### config.mk
export PLATFORM = sky130hd
export DESIGN_NAME = mult_trig
export DESIGN_NICKNAME = d
export VERILOG_FILES = /design/src/rtl/mt_pkg.sv /design/src/rtl/mt_cfg_bank.sv /design/src/rtl/mt_hit_accum.sv /design/src/rtl/mt_hsec_flag.sv /design/src/rtl/mt_trk_count.sv /design/src/rtl/mult_trig.sv
export SDC_FILE = /design/constraint.sdc
export NUM_CORES = 1
export LEC_CHECK = 0
export BUFFER_PORTS_ARGS = -buffer_cell sky130_fd_sc_hd__buf_4
export CAP_MARGIN = 20
export CORE_ASPECT_RATIO = 2
export CORE_MARGIN = 2
export CORE_UTILIZATION = 35
export DETAILED_ROUTE_END_ITERATION = 6
export SLEW_MARGIN = 20
export SYNTH_ARGS = -nofsm -noshare
export SYNTH_HDL_FRONTEND = slang
export SYNTH_HIERARCHICAL = 1
export SYNTH_SLANG_ARGS = --single-unit
### constraint.sdc
create_clock -name clk -period 13.64 [get_ports clk]
set_input_delay 2.046 -clock clk [delete_from_list [all_inputs] [get_ports clk]]
set_output_delay 2.046 -clock clk [all_outputs]
set_load 0.02 [all_outputs]
### src/rtl/mt_pkg.sv
package mt_pkg;
  localparam int NUM_STN = 4;
  localparam int REQ_W   = 3;

  typedef enum logic {
    COMB_AND = 1'b0,
    COMB_OR  = 1'b1
  } comb_e;
endpackage

### src/rtl/mt_cfg_bank.sv
module mt_cfg_bank
  import mt_pkg::*;
#(
  parameter int WIN_W = 4,
  parameter int CNT_W = 3,
  parameter int TRK_W = 4
) (
  input  logic             clk,
  input  logic             rst_n,
  input  logic             cfg_we,
  input  logic [WIN_W-1:0] cfg_win_len,
  input  logic [REQ_W-1:0] cfg_stn_req,
  input  logic [CNT_W-1:0] cfg_hit_min,
  input  logic [TRK_W-1:0] cfg_trk_thr,
  input  logic             cfg_or_mode,
  output logic [WIN_W-1:0] win_len_q,
  output logic [REQ_W-1:0] stn_req_q,
  output logic [CNT_W-1:0] hit_min_q,
  output logic [TRK_W-1:0] trk_thr_q,
  output comb_e            comb_q
);
  logic [WIN_W-1:0] win_len_d;
  logic [REQ_W-1:0] stn_req_d;
  logic [CNT_W-1:0] hit_min_d;
  logic [TRK_W-1:0] trk_thr_d;
  comb_e            comb_d;

  always_comb begin
    win_len_d = win_len_q;
    stn_req_d = stn_req_q;
    hit_min_d = hit_min_q;
    trk_thr_d = trk_thr_q;
    comb_d    = comb_q;
    if (cfg_we) begin
      win_len_d = cfg_win_len;
      stn_req_d = cfg_stn_req;
      hit_min_d = cfg_hit_min;
      trk_thr_d = cfg_trk_thr;
      comb_d    = comb_e'(cfg_or_mode);
    end
  end

  always_ff @(posedge clk or negedge rst_n) begin
    if (!rst_n) begin
      win_len_q <= WIN_W'(7);
      stn_req_q <= REQ_W'(3);
      hit_min_q <= CNT_W'(1);
      trk_thr_q <= TRK_W'(5);
      comb_q    <= COMB_AND;
    end else if (cfg_we) begin
      win_len_q <= win_len_d;
      stn_req_q <= stn_req_d;
      hit_min_q <= hit_min_d;
      trk_thr_q <= trk_thr_d;
      comb_q    <= comb_d;
    end
  end
endmodule

### src/rtl/mt_hit_accum.sv
module mt_hit_accum
  import mt_pkg::*;
#(
  parameter int N_HALF = 16,
  parameter int WIN_W  = 4,
  parameter int CNT_W  = 3
) (
  input  logic                              clk,
  input  logic                              rst_n,
  input  logic                              cfg_we,
  input  logic [N_HALF*NUM_STN-1:0]         hit_i,
  input  logic [WIN_W-1:0]                  win_len_q,
  output logic [N_HALF*NUM_STN-1:0][CNT_W-1:0] snap_q,
  output logic                              snap_vld_q
);
  localparam int               N_CNT   = N_HALF * NUM_STN;
  localparam logic [CNT_W-1:0] CNT_MAX = '1;

  logic [N_CNT-1:0][CNT_W-1:0] cnt_q, cnt_d, cnt_sum, snap_d;
  logic [WIN_W-1:0]            wcnt_q, wcnt_d, eff_last;
  logic                        last, snap_en, snap_vld_d;

  assign eff_last = (win_len_q < WIN_W'(2)) ? WIN_W'(1) : (win_len_q - WIN_W'(1));
  assign last     = (wcnt_q == eff_last);
  assign snap_en  = last && !cfg_we;

  always_comb begin
    for (int i = 0; i < N_CNT; i++) begin
      cnt_sum[i] = (hit_i[i] && (cnt_q[i] != CNT_MAX)) ? cnt_q[i] + CNT_W'(1) : cnt_q[i];
    end
  end

  always_comb begin
    snap_d     = snap_en ? cnt_sum : snap_q;
    snap_vld_d = snap_en;
    if (cfg_we || last) begin
      wcnt_d = '0;
      cnt_d  = '0;
    end else begin
      wcnt_d = wcnt_q + WIN_W'(1);
      cnt_d  = cnt_sum;
    end
  end

  always_ff @(posedge clk or negedge rst_n) begin
    if (!rst_n) begin
      wcnt_q     <= '0;
      cnt_q      <= '0;
      snap_vld_q <= 1'b0;
    end else begin
      wcnt_q     <= wcnt_d;
      cnt_q      <= cnt_d;
      snap_vld_q <= snap_vld_d;
    end
  end

  always_ff @(posedge clk or negedge rst_n) begin
    if (!rst_n)       snap_q <= '0;
    else if (snap_en) snap_q <= snap_d;
  end

  // window counter never passes the effective last position
  p_win_bound_r2: assert property (@(posedge clk) disable iff (!rst_n)
    wcnt_q <= eff_last);

  generate
    for (genvar g = 0; g < N_CNT; g++) begin : g_sat
      // a full counter keeps its value while the window continues
      p_no_wrap_r3: assert property (@(posedge clk) disable iff (!rst_n)
        (cnt_q[g] == CNT_MAX && !cfg_we && !last) |=> (cnt_q[g] == CNT_MAX));
    end
  endgenerate
endmodule

### src/rtl/mt_hsec_flag.sv
module mt_hsec_flag
  import mt_pkg::*;
#(
  parameter int N_HALF = 16,
  parameter int CNT_W  = 3
) (
  input  logic [N_HALF*NUM_STN-1:0][CNT_W-1:0] snap_i,
  input  logic [REQ_W-1:0]                     stn_req_q,
  input  logic [CNT_W-1:0]                     hit_min_q,
  input  comb_e                                comb_q,
  output logic [N_HALF-1:0]                    flag_o
);
  generate
    for (genvar h = 0; h < N_HALF; h++) begin : g_hs
      logic [REQ_W-1:0] any_n, strong_n;
      logic             coinc, thresh;

      always_comb begin
        any_n    = '0;
        strong_n = '0;
        for (int s = 0; s < NUM_STN; s++) begin
          if (snap_i[h*NUM_STN+s] != '0)        any_n    = any_n + REQ_W'(1);
          if (snap_i[h*NUM_STN+s] >= hit_min_q) strong_n = strong_n + REQ_W'(1);
        end
      end

      assign coinc     = (any_n >= stn_req_q);
      assign thresh    = (strong_n >= stn_req_q);
      assign flag_o[h] = (comb_q == COMB_OR) ? (coinc || thresh) : (coinc && thresh);
    end
  endgenerate
endmodule

### src/rtl/mt_trk_count.sv
module mt_trk_count #(
  parameter int N_SECT = 8,
  parameter int TRK_W  = 4
) (
  input  logic                clk,
  input  logic                rst_n,
  input  logic                cfg_we,
  input  logic [2*N_SECT-1:0] flag_i,
  input  logic                snap_vld_i,
  input  logic [TRK_W-1:0]    trk_thr_q,
  output logic                trig_o
);
  logic [N_SECT-1:0] sect;
  logic [TRK_W-1:0]  total;
  logic              dec_q, dec_d, trig_q, trig_d;

  generate
    for (genvar k = 0; k < N_SECT; k++) begin : g_sect
      assign sect[k] = flag_i[2*k] | flag_i[2*k+1];
    end
  endgenerate

  always_comb begin
    total = '0;
    for (int k = 0; k < N_SECT; k++) total = total + TRK_W'(sect[k]);
  end

  always_comb begin
    dec_d  = snap_vld_i && !cfg_we && (total >= trk_thr_q);
    trig_d = dec_q && !cfg_we;
  end

  always_ff @(posedge clk or negedge rst_n) begin
    if (!rst_n) begin
      dec_q  <= 1'b0;
      trig_q <= 1'b0;
    end else begin
      dec_q  <= dec_d;
      trig_q <= trig_d;
    end
  end

  assign trig_o = trig_q;

  // single-clock pulse
  p_pulse_r8: assert property (@(posedge clk) disable iff (!rst_n)
    trig_q |=> !trig_q);
  // pulse follows a closed window by two edges
  p_latency_r8: assert property (@(posedge clk) disable iff (!rst_n)
    trig_q |-> $past(snap_vld_i, 2));
  // a write keeps the output quiet
  p_cfg_quiet_r9: assert property (@(posedge clk) disable iff (!rst_n)
    cfg_we |=> !trig_q);
endmodule

### src/rtl/mult_trig.sv
module mult_trig
  import mt_pkg::*;
#(
  parameter int N_SECT = 8,
  parameter int WIN_W  = 4,
  parameter int CNT_W  = 3,
  localparam int N_HALF = 2 * N_SECT,
  localparam int N_CNT  = N_HALF * NUM_STN,
  localparam int TRK_W  = $clog2(N_SECT + 1) + 1
) (
  input  logic             clk,
  input  logic             rst_n,
  input  logic             cfg_we,
  input  logic [WIN_W-1:0] cfg_win_len,
  input  logic [2:0]       cfg_stn_req,
  input  logic [CNT_W-1:0] cfg_hit_min,
  input  logic [TRK_W-1:0] cfg_trk_thr,
  input  logic             cfg_or_mode,
  input  logic [N_CNT-1:0] hit_i,
  output logic             trig_o,
  output logic [2:0]       dbg_stn_req_o
);
  logic rst_meta_q, rst_s_n;

  always_ff @(posedge clk or negedge rst_n) begin
    if (!rst_n) begin
      rst_meta_q <= 1'b0;
      rst_s_n    <= 1'b0;
    end else begin
      rst_meta_q <= 1'b1;
      rst_s_n    <= rst_meta_q;
    end
  end

  logic [WIN_W-1:0]            win_len_q;
  logic [REQ_W-1:0]            stn_req_q;
  logic [CNT_W-1:0]            hit_min_q;
  logic [TRK_W-1:0]            trk_thr_q;
  comb_e                       comb_q;
  logic [N_CNT-1:0][CNT_W-1:0] snap;
  logic                        snap_vld;
  logic [N_HALF-1:0]           flag;

  mt_cfg_bank #(.WIN_W(WIN_W), .CNT_W(CNT_W), .TRK_W(TRK_W)) u_cfg (
    .clk(clk), .rst_n(rst_s_n), .cfg_we(cfg_we),
    .cfg_win_len(cfg_win_len), .cfg_stn_req(cfg_stn_req),
    .cfg_hit_min(cfg_hit_min), .cfg_trk_thr(cfg_trk_thr),
    .cfg_or_mode(cfg_or_mode),
    .win_len_q(win_len_q), .stn_req_q(stn_req_q), .hit_min_q(hit_min_q),
    .trk_thr_q(trk_thr_q), .comb_q(comb_q)
  );

  mt_hit_accum #(.N_HALF(N_HALF), .WIN_W(WIN_W), .CNT_W(CNT_W)) u_acc (
    .clk(clk), .rst_n(rst_s_n), .cfg_we(cfg_we), .hit_i(hit_i),
    .win_len_q(win_len_q), .snap_q(snap), .snap_vld_q(snap_vld)
  );

  mt_hsec_flag #(.N_HALF(N_HALF), .CNT_W(CNT_W)) u_flag (
    .snap_i(snap), .stn_req_q(stn_req_q), .hit_min_q(hit_min_q),
    .comb_q(comb_q), .flag_o(flag)
  );

  mt_trk_count #(.N_SECT(N_SECT), .TRK_W(TRK_W)) u_trk (
    .clk(clk), .rst_n(rst_s_n), .cfg_we(cfg_we), .flag_i(flag),
    .snap_vld_i(snap_vld), .trk_thr_q(trk_thr_q), .trig_o(trig_o)
  );

  assign dbg_stn_req_o = stn_req_q;

  // debug output follows the written requirement
  p_dbg_follow_r10: assert property (@(posedge clk) disable iff (!rst_s_n)
    cfg_we |=> (dbg_stn_req_o == $past(cfg_stn_req)));
endmodule

# Word level (Yosys, flattened, before mapping)
# Cells that the tools add are included.
# classes
reduce_logical	166
addsub	169
muxes	211
eq_ne	65
bitwise	8
magnitude_cmp	98
# op_table
operator	n
$mux W3	160
$add A3 B1 Y3 const B	128
$ge A3 B3 Y1	96
$mux W192	1
$ne A3 B3 Y1 const B	64
$reduce_bool A3 Y1	64
$logic_and A1 B1 Y1	84
$add A1 B1 Y2 const B	32
$mux W1	48
$add A5 B1 Y5	6
$logic_or A1 B1 Y1	17
$mux W4	2
$or A1 B1 Y1	8
$ge A5 B5 Y1	1
$add A4 B1 Y4 const B	1
$eq A4 B4 Y1	1
$lt A4 B2 Y1 const B	1
$sub A4 B1 Y4 const B	1
$add A1 B1 Y2	1
$logic_not A1 Y1	1
# totals
elab_cells	856
reg_bits	409
inputBits	83
out_inout_bits	4

# Longest topological paths before layout
# Gate-level depths: netlist of the first run.
# depth
ltp_word	21
ltp_mapped	31
depth_no_buf	31

# Modules after synthesis
# The synthesis of the first run kept the hierarchy.
# by_module_without_submodules
module	cells_per_inst	seq_area_each_um2	instances	area_each_um2
mt_hit_accum	1417	9734.3	1	17371.7
mt_hsec_flag	1312	0.0	1	10132.2
mt_cfg_bank	34	410.4	1	659.4
mt_trk_count	43	50.0	1	364.1
mult_trig	3	50.0	1	53.8

# Worst setup path before layout of the first run
# Ideal clock, no wire load.
# synth_timing
path_type	register to register
start	reg u_cfg.hit_min_q[1]
end	reg u_trk.dec_q
path_buffers	0
path_stages_with_launch	28
arrival_ps	6977
period_less_slack_ps	7106
t_required_ps	13511
setup_time_ps	129
setup_slack_ps	6534
path_cell_list	dfrtp_1 > inv_1 > ha_1 > a21oi_1 > nor2b_1 > or2_2 > ha_1 > xor2_1 > ha_1 > mux2_2 > ha_1 > o21ai_0 > a21oi_1 > maj3_1 > nor2_1 > fa_1 > inv_1 > fa_1 > inv_1 > fa_1 > inv_1 > ha_1 > inv_1 > fa_1 > xnor2_1 > ha_1 > a211oi_1 > a21oi_1
# synth_between
elab_chain_len	21
elab_cells_between_ends	257
cone_classes	55 x add/sub; 81 x order compare; 80 x mux; 8 x bitwise; 33 x reduce/logical
# synth_rtl
item	line	source
start, declared	mt_cfg_bank.sv:18	output logic [CNT_W-1:0] hit_min_q,
start signal, assigned	mt_cfg_bank.sv:53	hit_min_q <= hit_min_d;
$ge A3 B3 Y1	mt_hsec_flag.sv:23	if (snap_i[h*NUM_STN+s] >= hit_min_q) strong_n = strong_n + REQ_W'(1);
$mux W1	mt_hsec_flag.sv:23	
$add A1 B1 Y2	mt_hsec_flag.sv:23	
$mux W3	mt_hsec_flag.sv:23	
$add A3 B1 Y3	mt_hsec_flag.sv:23	
$mux W3	mt_hsec_flag.sv:23	
$add A3 B1 Y3	mt_hsec_flag.sv:23	
$mux W3 *	mt_hsec_flag.sv:23	
(+2 left out)	--	
$mux W1 *	mt_hsec_flag.sv:29	assign flag_o[h] = (comb_q == COMB_OR) ? (coinc || thresh) : (coinc && thresh);
net flag[0]	mult_trig.sv:42	logic [N_HALF-1:0] flag;
$or A1 B1 Y1 *	mt_trk_count.sv:19	assign sect[k] = flag_i[2*k] | flag_i[2*k+1];
$add A1 B1 Y2 *	mt_trk_count.sv:25	for (int k = 0; k < N_SECT; k++) total = total + TRK_W'(sect[k]);
$add A5 B1 Y5 * (6 in series)	mt_trk_count.sv:25	
$ge A5 B5 Y1 *	mt_trk_count.sv:29	dec_d = snap_vld_i && !cfg_we && (total >= trk_thr_q);
$logic_and A1 B1 Y1 *	mt_trk_count.sv:29	
net u_trk.dec_d	mt_trk_count.sv:15	logic dec_q, dec_d, trig_q, trig_d;
end signal, assigned	mt_trk_count.sv:35	dec_q <= 1'b0;
end signal, assigned	mt_trk_count.sv:38	dec_q <= dec_d;
end, declared	mt_trk_count.sv:15	
# Mark *: on every way through the listed nets, which the timed path passes. The rest lies on a longest branch.
# A chain may end at the register's enable or synchronous reset.

# Worst setup path in the final report of the first run
# layout_timing
start	reg u_cfg.hit_min_q[0]
end	reg u_trk.dec_q
# Same word-level chain as after synthesis.

==> impl_metrics.py, run 1 <==
metrics = {
    "synthesis": {
        "synth_fp_nets": 3417,
        "synth_edf_count": 0,
        "synth-main-ff-cell": "dfrtp_1",
        "seq_area_frac_synth": 0.358,
        "syn_area_um2": 28600,
        "async_flop_share": 1.00,
        "ys_types": 39,
        "avgSynthCellArea_um2": 10.2,
        "synth_seq_cells": 409,
        "synth_cells": 2809,
        "yosysWarningCount": 6,
    },
    "worst_setup_path": {
        "worstSetupPathType": "reg2reg",
        "crit_fanout": 34,
        "startpoint": "u_cfg/hit_min_q[0]$_DFFE_PN1P_",
        "critPathLaunchType": "register",
        "cp-end-kind": "register",
        "critical_path_arrival_ps": 8000,
        "critical_path.reg2reg.startpoint": "u_cfg/hit_min_q[0]$_DFFE_PN1P_",
        "slowest_stage": "dfstp_4",
        "slowest_delay_ps": 940,
        "required_ps": 14080,
        "cpMostUsedCell": "ha_1",
    },
    "clocking": {
        "cts-root-buf": "clkbuf_16",
        "cts_resized": 0,
        "numCtsBuffers": 42,
        "clock_path_buffers": 3,
        "post-cts-setup-buffers": 0,
        "clk_pin_slew_ps": 70,
        "hold_buffers": 0,
        "clock_sinks": 409,
        "clock_latency_ps": 570,
        "cts_tree": "yes",
        "htreeDepth": 2,
    },
    "timing": {
        "setup_viol": 0,
        "drv_slew": 0,
        "rsz0062_at_grt": "false",
        "skew_ps": 16.8,
        "post-route-min-period_ps": 7560,
        "final.setup.tns_ps": 0,
        "fin_crit_sh": 0.554,
        "max_freq_mhz": 132,
        "tightest_slew_ps": 1080,
        "relSlewSlack": 0.282,
        "finalHoldViolCount": 0,
        "timing.final.ws_setup_ps": 6080,
    },
    "die": {
        "io_pins": 87,
        "core-area_um2": 81100,
        "die_x_um": 206,
        "num_rows": 148,
        "die_h_um": 408,
        "start_util": 0.352,
        "die-area_um2": 84100,
    },
    "detailed_routing": {
        "route.detailed.drc": 0,
        "vias": 18800,
        "firstDrtPassIters": 4,
        "detail_route.wirelength_um": 56800,
        "via_per_inst": 4.70,
        "wl_per_cell_um": 14.2,
        "antenna_left": 0,
        "drt-initial-drc-count": 621,
    },
    "finish": {
        "post-route-util": 0.393,
        "fill_cells": 8021,
        "drive_above_1_share": 0.105,
        "finalNetCount": 3517,
        "diodes": 0,
        "area_delta_synth_final_pct": 11.6,
    },
    "global_routing": {
        "grt_usage": 0.140,
        "grt_pass1_wl_um": 95900,
        "grt_pass1_vias": 19700,
        "antenna_found_initial": 2,
        "grt_max_degree": 197,
        "grt_overflow_total": 0,
    },
    "placement": {
        "io_buffers": 86,
        "dp_hpwl_um": 40100,
        "gp_congestion": 0.734,
        "pre_cts_ws_ps": 6020,
    },
    "power": {
        "total_power_mw": 8.23,
        "p_per_area_nw_per_um2": 258,
        "peakVddDrop_uv": 504,
        "p_leak_nw": 16.5,
    },
    "run": {
        "drv_cap": 0,
    },
    "outcome": {
        "outcome": "finished clean",
    },
    "hold_path": {
        "hp-class": "reg2async",
    },
}
[logic make-up (layout without fill, tap and decap cells)]
kind of cell,after synthesis,after routing,share of synthesized area
other cells,1,1,0.000131
xor+xnor,166,166,0.0509
mux,385,385,0.139
simple gates,670,670,0.114
fa+ha+maj,541,541,0.236
compound gates,202,202,0.0401
buf+inv,435,569,0.0611
flops,409,409,0.358
[routing by layer]
layer  wire length (um)  vias to the layer above  global-route usage
met5                  0                        -                   0
met3               1700                       65              0.0177
met1              23600                     9062               0.156
met4               1310                        0              0.0398
met2              30300                      156               0.270
li1                   -                     9504                   -
[worst max-delay path, delay by kind of cell (launching register included)]
family / cells / cell delay [ps]
AO/OA/AOI/OAI: 5 / 720
AND/OR/NAND/NOR: 5 / 840
buffers and inverters: 6 / 890
flip-flops: 1 / 940
adder cells (fa/ha/maj): 11 / 3490
XOR/XNOR: 3 / 510
[sequential cells by signal, indices dropped and copies added (netlist names)]
| signal | flops |
|---|---|
| rst_meta_q | 1 |
| rst_s_n | 1 |
| u_acc/cnt_q | 192 |
| u_acc/snap_q | 192 |
| u_acc/snap_vld_q | 1 |
| u_acc/wcnt_q | 4 |
| u_cfg/comb_q | 1 |
| u_cfg/hit_min_q | 3 |
| u_cfg/stn_req_q | 3 |
| u_cfg/trk_thr_q | 5 |
| u_cfg/win_len_q | 4 |
| u_trk/dec_q | 1 |
| u_trk/trig_o | 1 |
[Yosys cell counts (all sizes together) (17+ instances only)]
library cell	count	area, um2
nand3	24	120
a21oi	104	532
or3	39	274
mux2i	337	3370
xor2	70	613
nand2b	73	457
or2	35	219
a211oi	17	128
mux2	48	586
xnor2	96	841
o21ai	75	435
nor2	346	1310
nor3	27	185
nand2	36	135
dfrtp	401	10000
inv	389	1460
nor2b	88	551
ha	521	6520
buf	39	259
[path summary, 6_finish.rpt]
path	to	slack, ps	cells past startpoint
worst max-delay path	u_trk/dec_q$_DFF_PN0_	6080	30
min in group clk	rst_s_n$_DFF_PN0_	350	0
worst min-delay path	u_acc/cnt_q[156]$_DFF_PN0_	330	0
max in group asynchronous	u_acc/cnt_q[137]$_DFF_PN0_	10560	3
worst min register to register	u_acc/cnt_q[156]$_DFF_PN0_	330	0
worst max register to register	u_trk/dec_q$_DFF_PN0_	6080	30
[power breakdown]
group | total, mW | internal, mW | switching [mW]
sequential | 1.79 | 1.52 | 0.268
combinational | 5.22 | 2.47 | 2.74
clock | 1.23 | 0.719 | 0.508
total | 8.23 | 4.71 | 3.52
[through the flow]
step                      hold slack (ps)  cell area [um2]  std cells
after floorplan                       331            28600       2809
after global placement                333            30400       3915
after detailed placement              338            30400       3915
after CTS                             354            31900       3993
after global routing                  356            31900       3993
final                                 335            31900       3993
[cell usage in the layout (no fill, tap or decap), types with 2 or more instances in the layout]
cell type	count
ha_1	521
dfrtp_1	400
inv_1	385
nor2_1	343
mux2i_1	337
a21oi_1	101
buf_4	100
xnor2_1	96
nor2b_1	88
nand2b_1	73
xor2_1	70
o21ai_0	59
clkbuf_16	45
mux2_2	36
nand2_1	36
or2_2	35
or3_1	33
nand3_1	24
nor3_1	17
a211oi_1	17
o21ai_2	16
maj3_1	16
mux2_4	12
clkinv_2	10
nor3_2	10
clkbuf_8	7
clkbuf_1	7
dfstp_2	7
or3_4	6
bufinv_16	4
clkinvlp_4	4
fa_1	4
nor2_2	3
a21oi_2	3
inv_6	2
o31ai_1	2
buf_12	2
o211ai_1	2
[layout make-up]
class	count	area, um2	share of cell area
clock buffers	59	1250	0.0392
clock inverters	19	216	0.00679
inverters	389	1460	0.0459
multi-input cells	1965	16600	0.521
flip-flops and latches	409	10300	0.321
well taps	1050	1310	0.0412
repair buffers	102	791	0.0248
Note: power is estimated with default switching activity, not from simulation.
==> run 2: changes to the inputs <==
--- a/config.mk
+++ b/config.mk
@@ -5,6 +5,7 @@
 export SDC_FILE = /design/constraint.sdc
 export NUM_CORES = 1
 export LEC_CHECK = 0
+export ABC_AREA = 1
 export BUFFER_PORTS_ARGS = -buffer_cell sky130_fd_sc_hd__buf_4
 export CAP_MARGIN = 20
 export CORE_ASPECT_RATIO = 2
==> constraint.sdc (replaced) <==
create_clock -name clk -period 7.25 [get_ports clk]
set_input_delay 1.0875 -clock clk [delete_from_list [all_inputs] [get_ports clk]]
set_output_delay 1.0875 -clock clk [all_outputs]
set_load 0.02 [all_outputs]
==> run 2 against run 1 <==
  * Power up 91%
  * Worst setup slack lost 5500 ps
  * Flip-flop and latch count stayed put
==> impl_metrics.py, run 2 <==
metrics = {
    "outcome": {
        "outcome": "finished clean",
    },
    "power": {
        "p_leak_nw": 19.6,
        "peakVddDrop_uv": 1100,
        "p_per_area_nw_per_um2": 451,
        "total_power_mw": 15.7,
    },
    "clocking": {
        "clock_path_buffers": 3,
        "clk_pin_slew_ps": 60,
        "htreeDepth": 2,
        "post-cts-setup-buffers": 0,
        "cts_resized": 0,
        "hold_buffers": 0,
        "cts_tree": "yes",
        "clock_sinks": 409,
        "cts-root-buf": "clkbuf_16",
        "numCtsBuffers": 42,
        "clock_latency_ps": 600,
    },
    "die": {
        "io_pins": 87,
        "core-area_um2": 89400,
        "start_util": 0.353,
        "die_x_um": 216,
        "die_h_um": 429,
        "num_rows": 155,
        "die-area_um2": 92800,
    },
    "synthesis": {
        "synth_top_area_frac": 0.318,
        "syn_area_um2": 31600,
        "async_flop_share": 1.00,
        "synth_cells": 4289,
        "yosysWarningCount": 6,
        "yosys.area.top_type": "dfrtp_1",
        "synth_fp_nets": 4897,
        "synth-main-ff-cell": "dfrtp_1",
        "seq_area_frac_synth": 0.324,
        "ys_top_cells_by_count": "nand2_1, inv_1, ha_1",
        "synth_seq_cells": 409,
        "synth_edf_count": 0,
        "yosys-top-cells-area": "dfrtp_1, ha_1, nand2_1, inv_1, nand4_1",
        "yosysMostFrequentCell": "nand2_1",
        "avgSynthCellArea_um2": 7.37,
        "ys_types": 33,
    },
    "detailed_routing": {
        "via_per_inst": 4.67,
        "detail_route.wirelength_um": 73200,
        "firstDrtPassIters": 7,
        "wl_per_cell_um": 13.2,
        "vias": 25900,
        "route.detailed.drc": 0,
        "antenna_left": 0,
        "drt-initial-drc-count": 1065,
    },
    "global_routing": {
        "grt_pass1_vias": 25400,
        "antenna_found_initial": 1,
        "grt_overflow_total": 0,
        "grt_usage": 0.159,
        "grt_pass1_wl_um": 122000,
        "grt_max_degree": 193,
    },
    "worst_setup_path": {
        "reg2regPathDepth": 38,
        "worstSetupPathType": "reg2reg",
        "crit_buf_inv": 9,
        "slowest_stage": "dfstp_4",
        "critPathLaunchType": "register",
        "critical_path.reg2reg.startpoint": "u_cfg/hit_min_q[0]$_DFFE_PN1P_",
        "r2r-end": "u_trk/dec_q$_DFF_PN0_",
        "crit_fanout": 23,
        "required_ps": 7720,
        "cp_top_family": "adder cells",
        "critical_path_arrival_ps": 7180,
        "rrSetupSlack_ps": 530,
        "slowest_delay_ps": 860,
        "cp-end-kind": "register",
    },
    "hold_path": {
        "hp-class": "in2async",
    },
    "timing": {
        "setup_viol": 0,
        "post-route-min-period_ps": 6720,
        "drv_slew": 0,
        "finalHoldViolCount": 0,
        "max_freq_mhz": 149,
        "fin_crit_sh": 0.927,
        "skew_ps": 26.2,
        "rsz0062_at_grt": "false",
        "timing.final.ws_setup_ps": 533,
        "relSlewSlack": 0.290,
        "tightest_slew_ps": 1060,
        "holdWs_ps": 276,
        "final.setup.tns_ps": 0,
    },
    "finish": {
        "finalInstanceArea_um2": 34900,
        "fill_cells": 9286,
        "area_delta_synth_final_pct": 10.4,
        "layout_commonest_cell": "nand2_1",
        "finalNetCount": 4944,
        "drive_above_1_share": 0.0643,
        "reg_top3": "u_acc/cnt_q: 192 flops, u_acc/snap_q: 192 flops, u_cfg/trk_thr_q: 5 flops",
        "layout_common_cells": "nand2_1, inv_1, ha_1",
    },
    "placement": {
        "placed_area_um2": 33500,
        "io_buffers": 86,
        "gp_congestion": 0.806,
        "dp_hpwl_um": 51800,
        "pre_cts_ws_ps": 559,
    },
    "run": {
        "drv_cap": 0,
    },
}
run 2: worst max-delay path by stage:
stage,from,endpoint,depth (start not counted)
floorplan,u_cfg/hit_min_q[1]$_DFFE_PN0P_,u_trk/dec_q$_DFF_PN0_,41
global placement,u_cfg/hit_min_q[0]$_DFFE_PN1P_,u_trk/dec_q$_DFF_PN0_,40
detailed placement,u_cfg/hit_min_q[0]$_DFFE_PN1P_,u_trk/dec_q$_DFF_PN0_,38
CTS,u_cfg/hit_min_q[0]$_DFFE_PN1P_,u_trk/dec_q$_DFF_PN0_,38
global route,u_cfg/hit_min_q[0]$_DFFE_PN1P_,u_trk/dec_q$_DFF_PN0_,40
finish,u_cfg/hit_min_q[0]$_DFFE_PN1P_,u_trk/dec_q$_DFF_PN0_,38
run 2: cell type report:
class	count	area (um2)	area share
clock inverters	20	226	0.00649
multi-input cells	2927	17600	0.505
inverters	842	3170	0.0909
diodes	1	2.50	0.0000717
clock buffers	57	1180	0.0338
well taps	1177	1470	0.0422
flip-flops and latches	409	10300	0.294
repair buffers	114	956	0.0274
run 2: logic make-up (layout without fill, tap and decap cells):
kind of cell               count (synthesis)  in the layout  synth area share
adders and majority gates                525            525             0.209
AOI/OAI and AO/OA                        304            304            0.0507
and+or+nand+nor                         2014           2014             0.274
buffers and inverters                    953           1033             0.119
other                                      1              2          0.000119
DFF                                      409            409             0.324
xor gates and xnor gates                  83             83            0.0230
run 2: where the power goes:
part / switching, mW / internal, mW / leakage (nW)
Clock: 0.986 / 1.29 / 0.686
Sequential: 0.444 / 2.77 / 5.44
Combinational: 6.03 / 4.21 / 13.5
Total: 7.46 / 8.27 / 19.6
run 2: stage by stage:
| step | instances | util |
|---|---|---|
| global route | 5547 | 0.390 |
| detailed placement | 5469 | 0.375 |
| CTS | 5546 | 0.390 |
| global placement | 5469 | 0.375 |
| finish | 5547 | 0.390 |
| floorplan | 4289 | - |
run 2: metal layers:
metal  GRT usage  wire length (um)
met1       0.176             30200
met2       0.313             39400
met3      0.0151              1570
met4      0.0491              1980
met5           0                 0
run 2: worst reg2reg max path, delay by kind of cell, from the launching register on:
kind	cells	cell delay, ps
buffers and inverters	9	720
AND/OR/NAND/NOR	15	1010
flip-flops	1	860
adder cells (fa/ha/maj)	10	3400
XOR/XNOR	1	140
AO/OA/AOI/OAI	3	470
==> run 3: changes to the inputs <==
--- a/config.mk
+++ b/config.mk
@@ -6,7 +6,7 @@
 export NUM_CORES = 1
 export LEC_CHECK = 0
 export ABC_AREA = 1
-export BUFFER_PORTS_ARGS = -buffer_cell sky130_fd_sc_hd__buf_4
+export BUFFER_PORTS_ARGS = -buffer_cell sky130_fd_sc_hd__buf_2
 export CAP_MARGIN = 20
 export CORE_ASPECT_RATIO = 2
 export CORE_MARGIN = 2
==> constraint.sdc (replaced) <==
create_clock -name clk -period 7.4 [get_ports clk]
set_input_delay 1.11 -clock clk [delete_from_list [all_inputs] [get_ports clk]]
set_output_delay 1.11 -clock clk [all_outputs]
set_load 0.02 [all_outputs]
==> run 3 against run 2 <==
  * Die area did not move
  * Non-clock buffer count fell by 1
  * Critical path depth did not move
  * First-iteration DRC count rose by 14%
  * Combinational power barely moved
  * Worst setup slack improved by 140 ps
  * Worst hold slack improved by 25 ps
  * Flip-flop and latch count did not move
  * Final area fell by 0.53%
  * Utilization fell by 0.21 points
  * Clock power barely moved
  * Sequential power fell by 2%
  * Critical path type unchanged
  * Critical endpoint unchanged
  * Largest cell class unchanged
==> impl_metrics.py, run 3 (same netlist as run 2, synthesis figures left out) <==
metrics = {
    "power": {
        "total_power_mw": 15.5,
        "p_per_area_nw_per_um2": 447,
        "p_leak_nw": 19.5,
        "peakVddDrop_uv": 989,
    },
    "placement": {
        "io_buffers": 86,
        "dp_hpwl_um": 52800,
        "placed_area_um2": 33300,
        "gp_congestion": 0.823,
    },
    "detailed_routing": {
        "route.detailed.drc": 0,
        "firstDrtPassIters": 5,
        "drt-initial-drc-count": 1216,
        "detail_route.wirelength_um": 74100,
        "vias": 26000,
        "antenna_left": 0,
        "wl_per_cell_um": 13.4,
        "via_per_inst": 4.69,
    },
    "finish": {
        "layout_common_cells": "nand2_1, inv_1, ha_1",
        "drive_above_1_share": 0.0652,
        "area_delta_synth_final_pct": 9.86,
        "finalInstanceArea_um2": 34700,
        "reg_top3": "u_acc/cnt_q: 192 flops, u_acc/snap_q: 192 flops, u_cfg/trk_thr_q: 5 flops",
        "post-route-util": 0.388,
        "finalNetCount": 4943,
        "layout_commonest_cell": "nand2_1",
    },
    "timing": {
        "rsz0062_at_grt": "false",
        "final.setup.tns_ps": 0,
        "setup_viol": 0,
        "fin_crit_sh": 0.909,
        "tightest_slew_ps": 1050,
        "finalHoldViolCount": 0,
        "max_freq_mhz": 149,
        "drv_slew": 0,
        "skew_ps": 36.9,
        "relSlewSlack": 0.301,
        "post-route-min-period_ps": 6730,
        "holdWs_ps": 301,
    },
    "clocking": {
        "numCtsBuffers": 42,
        "clock_path_buffers": 3,
        "clock_sinks": 409,
        "hold_buffers": 0,
        "htreeDepth": 2,
        "cts-root-buf": "clkbuf_16",
        "cts_resized": 0,
        "clock_latency_ps": 610,
        "clk_pin_slew_ps": 70,
        "post-cts-setup-buffers": 0,
        "cts_tree": "yes",
    },
    "die": {
        "die_h_um": 429,
        "die-area_um2": 92800,
        "io_pins": 87,
        "start_util": 0.353,
        "num_rows": 155,
        "die_x_um": 216,
        "core-area_um2": 89400,
    },
    "worst_setup_path": {
        "crit_fanout": 21,
        "cp-end-kind": "register",
        "slowest_delay_ps": 820,
        "critPathLaunchType": "register",
        "required_ps": 7880,
        "worstSetupPathType": "reg2reg",
        "slowest_stage": "dfstp_4",
        "critical_path_arrival_ps": 7200,
        "rrSetupSlack_ps": 670,
    },
    "global_routing": {
        "grt_pass1_wl_um": 125000,
        "grt_pass1_vias": 25800,
        "grt_max_degree": 168,
        "antenna_found_initial": 2,
        "grt_overflow_total": 0,
        "grt_usage": 0.163,
    },
    "run": {
        "drv_cap": 0,
    },
    "outcome": {
        "outcome": "finished clean",
    },
    "hold_path": {
        "hp-class": "in2async",
    },
}
[run 3: metal layers]
layer	wire [um]	up-vias	global-route usage	part of all wire
li1	-	13600	-	-
met3	1800	107	0.0171	0.024
met1	29900	12100	0.178	0.40
met2	40000	272	0.319	0.54
met5	27	-	0	0.00036
met4	2300	4	0.0560	0.031
[run 3: power breakdown]
part           total (mW)  leakage (nW)  switching, mW  internal, mW
logic                10.1          13.4           5.96          4.13
clock network        2.29         0.700           1.00          1.28
registers            3.16          5.44          0.446          2.71
total                15.5          19.5           7.41          8.12
[run 3: per-stage QoR]
stage	instances	setup WS, ps
2_1_floorplan	4289	458
3_3_place_gp	5468	699
3_5_place_dp	5468	679
4_1_cts	5546	649
5_1_grt	5546	81.8
6_report	5547	675
[run 3: final cells by class]
class                           count  area (um2)
Antenna cell                        1        2.50
Clock inverter                     24         277
Clock buffer                       54        1180
Inverter                          842        3170
Sequential cell                   409       10300
Fill cell                        9319       54700
Tap cell                         1177        1470
Timing Repair Buffer              113         721
Multi-Input combinational cell   2927       17600
[run 3: path summary, 6_finish.rpt]
| kind | depth (start not counted) | startpoint | endpoint |
|---|---|---|---|
| worst min register to register | 0 | rst_meta_q$_DFF_PN0_ | rst_s_n$_DFF_PN0_ |
| worst min-delay path | 1 | rst_n | rst_meta_q$_DFF_PN0_ |
| worst max-delay path | 38 | u_cfg/hit_min_q[0]$_DFFE_PN1P_ | u_trk/dec_q$_DFF_PN0_ |
| max in group asynchronous | 1 | rst_s_n$_DFF_PN0_ | u_acc/cnt_q[40]$_DFF_PN0_ |
| worst max register to register | 38 | u_cfg/hit_min_q[0]$_DFFE_PN1P_ | u_trk/dec_q$_DFF_PN0_ |
| min in group clk | 0 | rst_meta_q$_DFF_PN0_ | rst_s_n$_DFF_PN0_ |
[run 3: critical path: cells and delay by family, from the launching register on]
family	cells	cell delay, ps
XOR/XNOR	1	140
AO/OA/AOI/OAI	3	490
buffers and inverters	9	720
adder cells (fa/ha/maj)	10	3400
AND/OR/NAND/NOR	15	1030
flip-flops	1	820
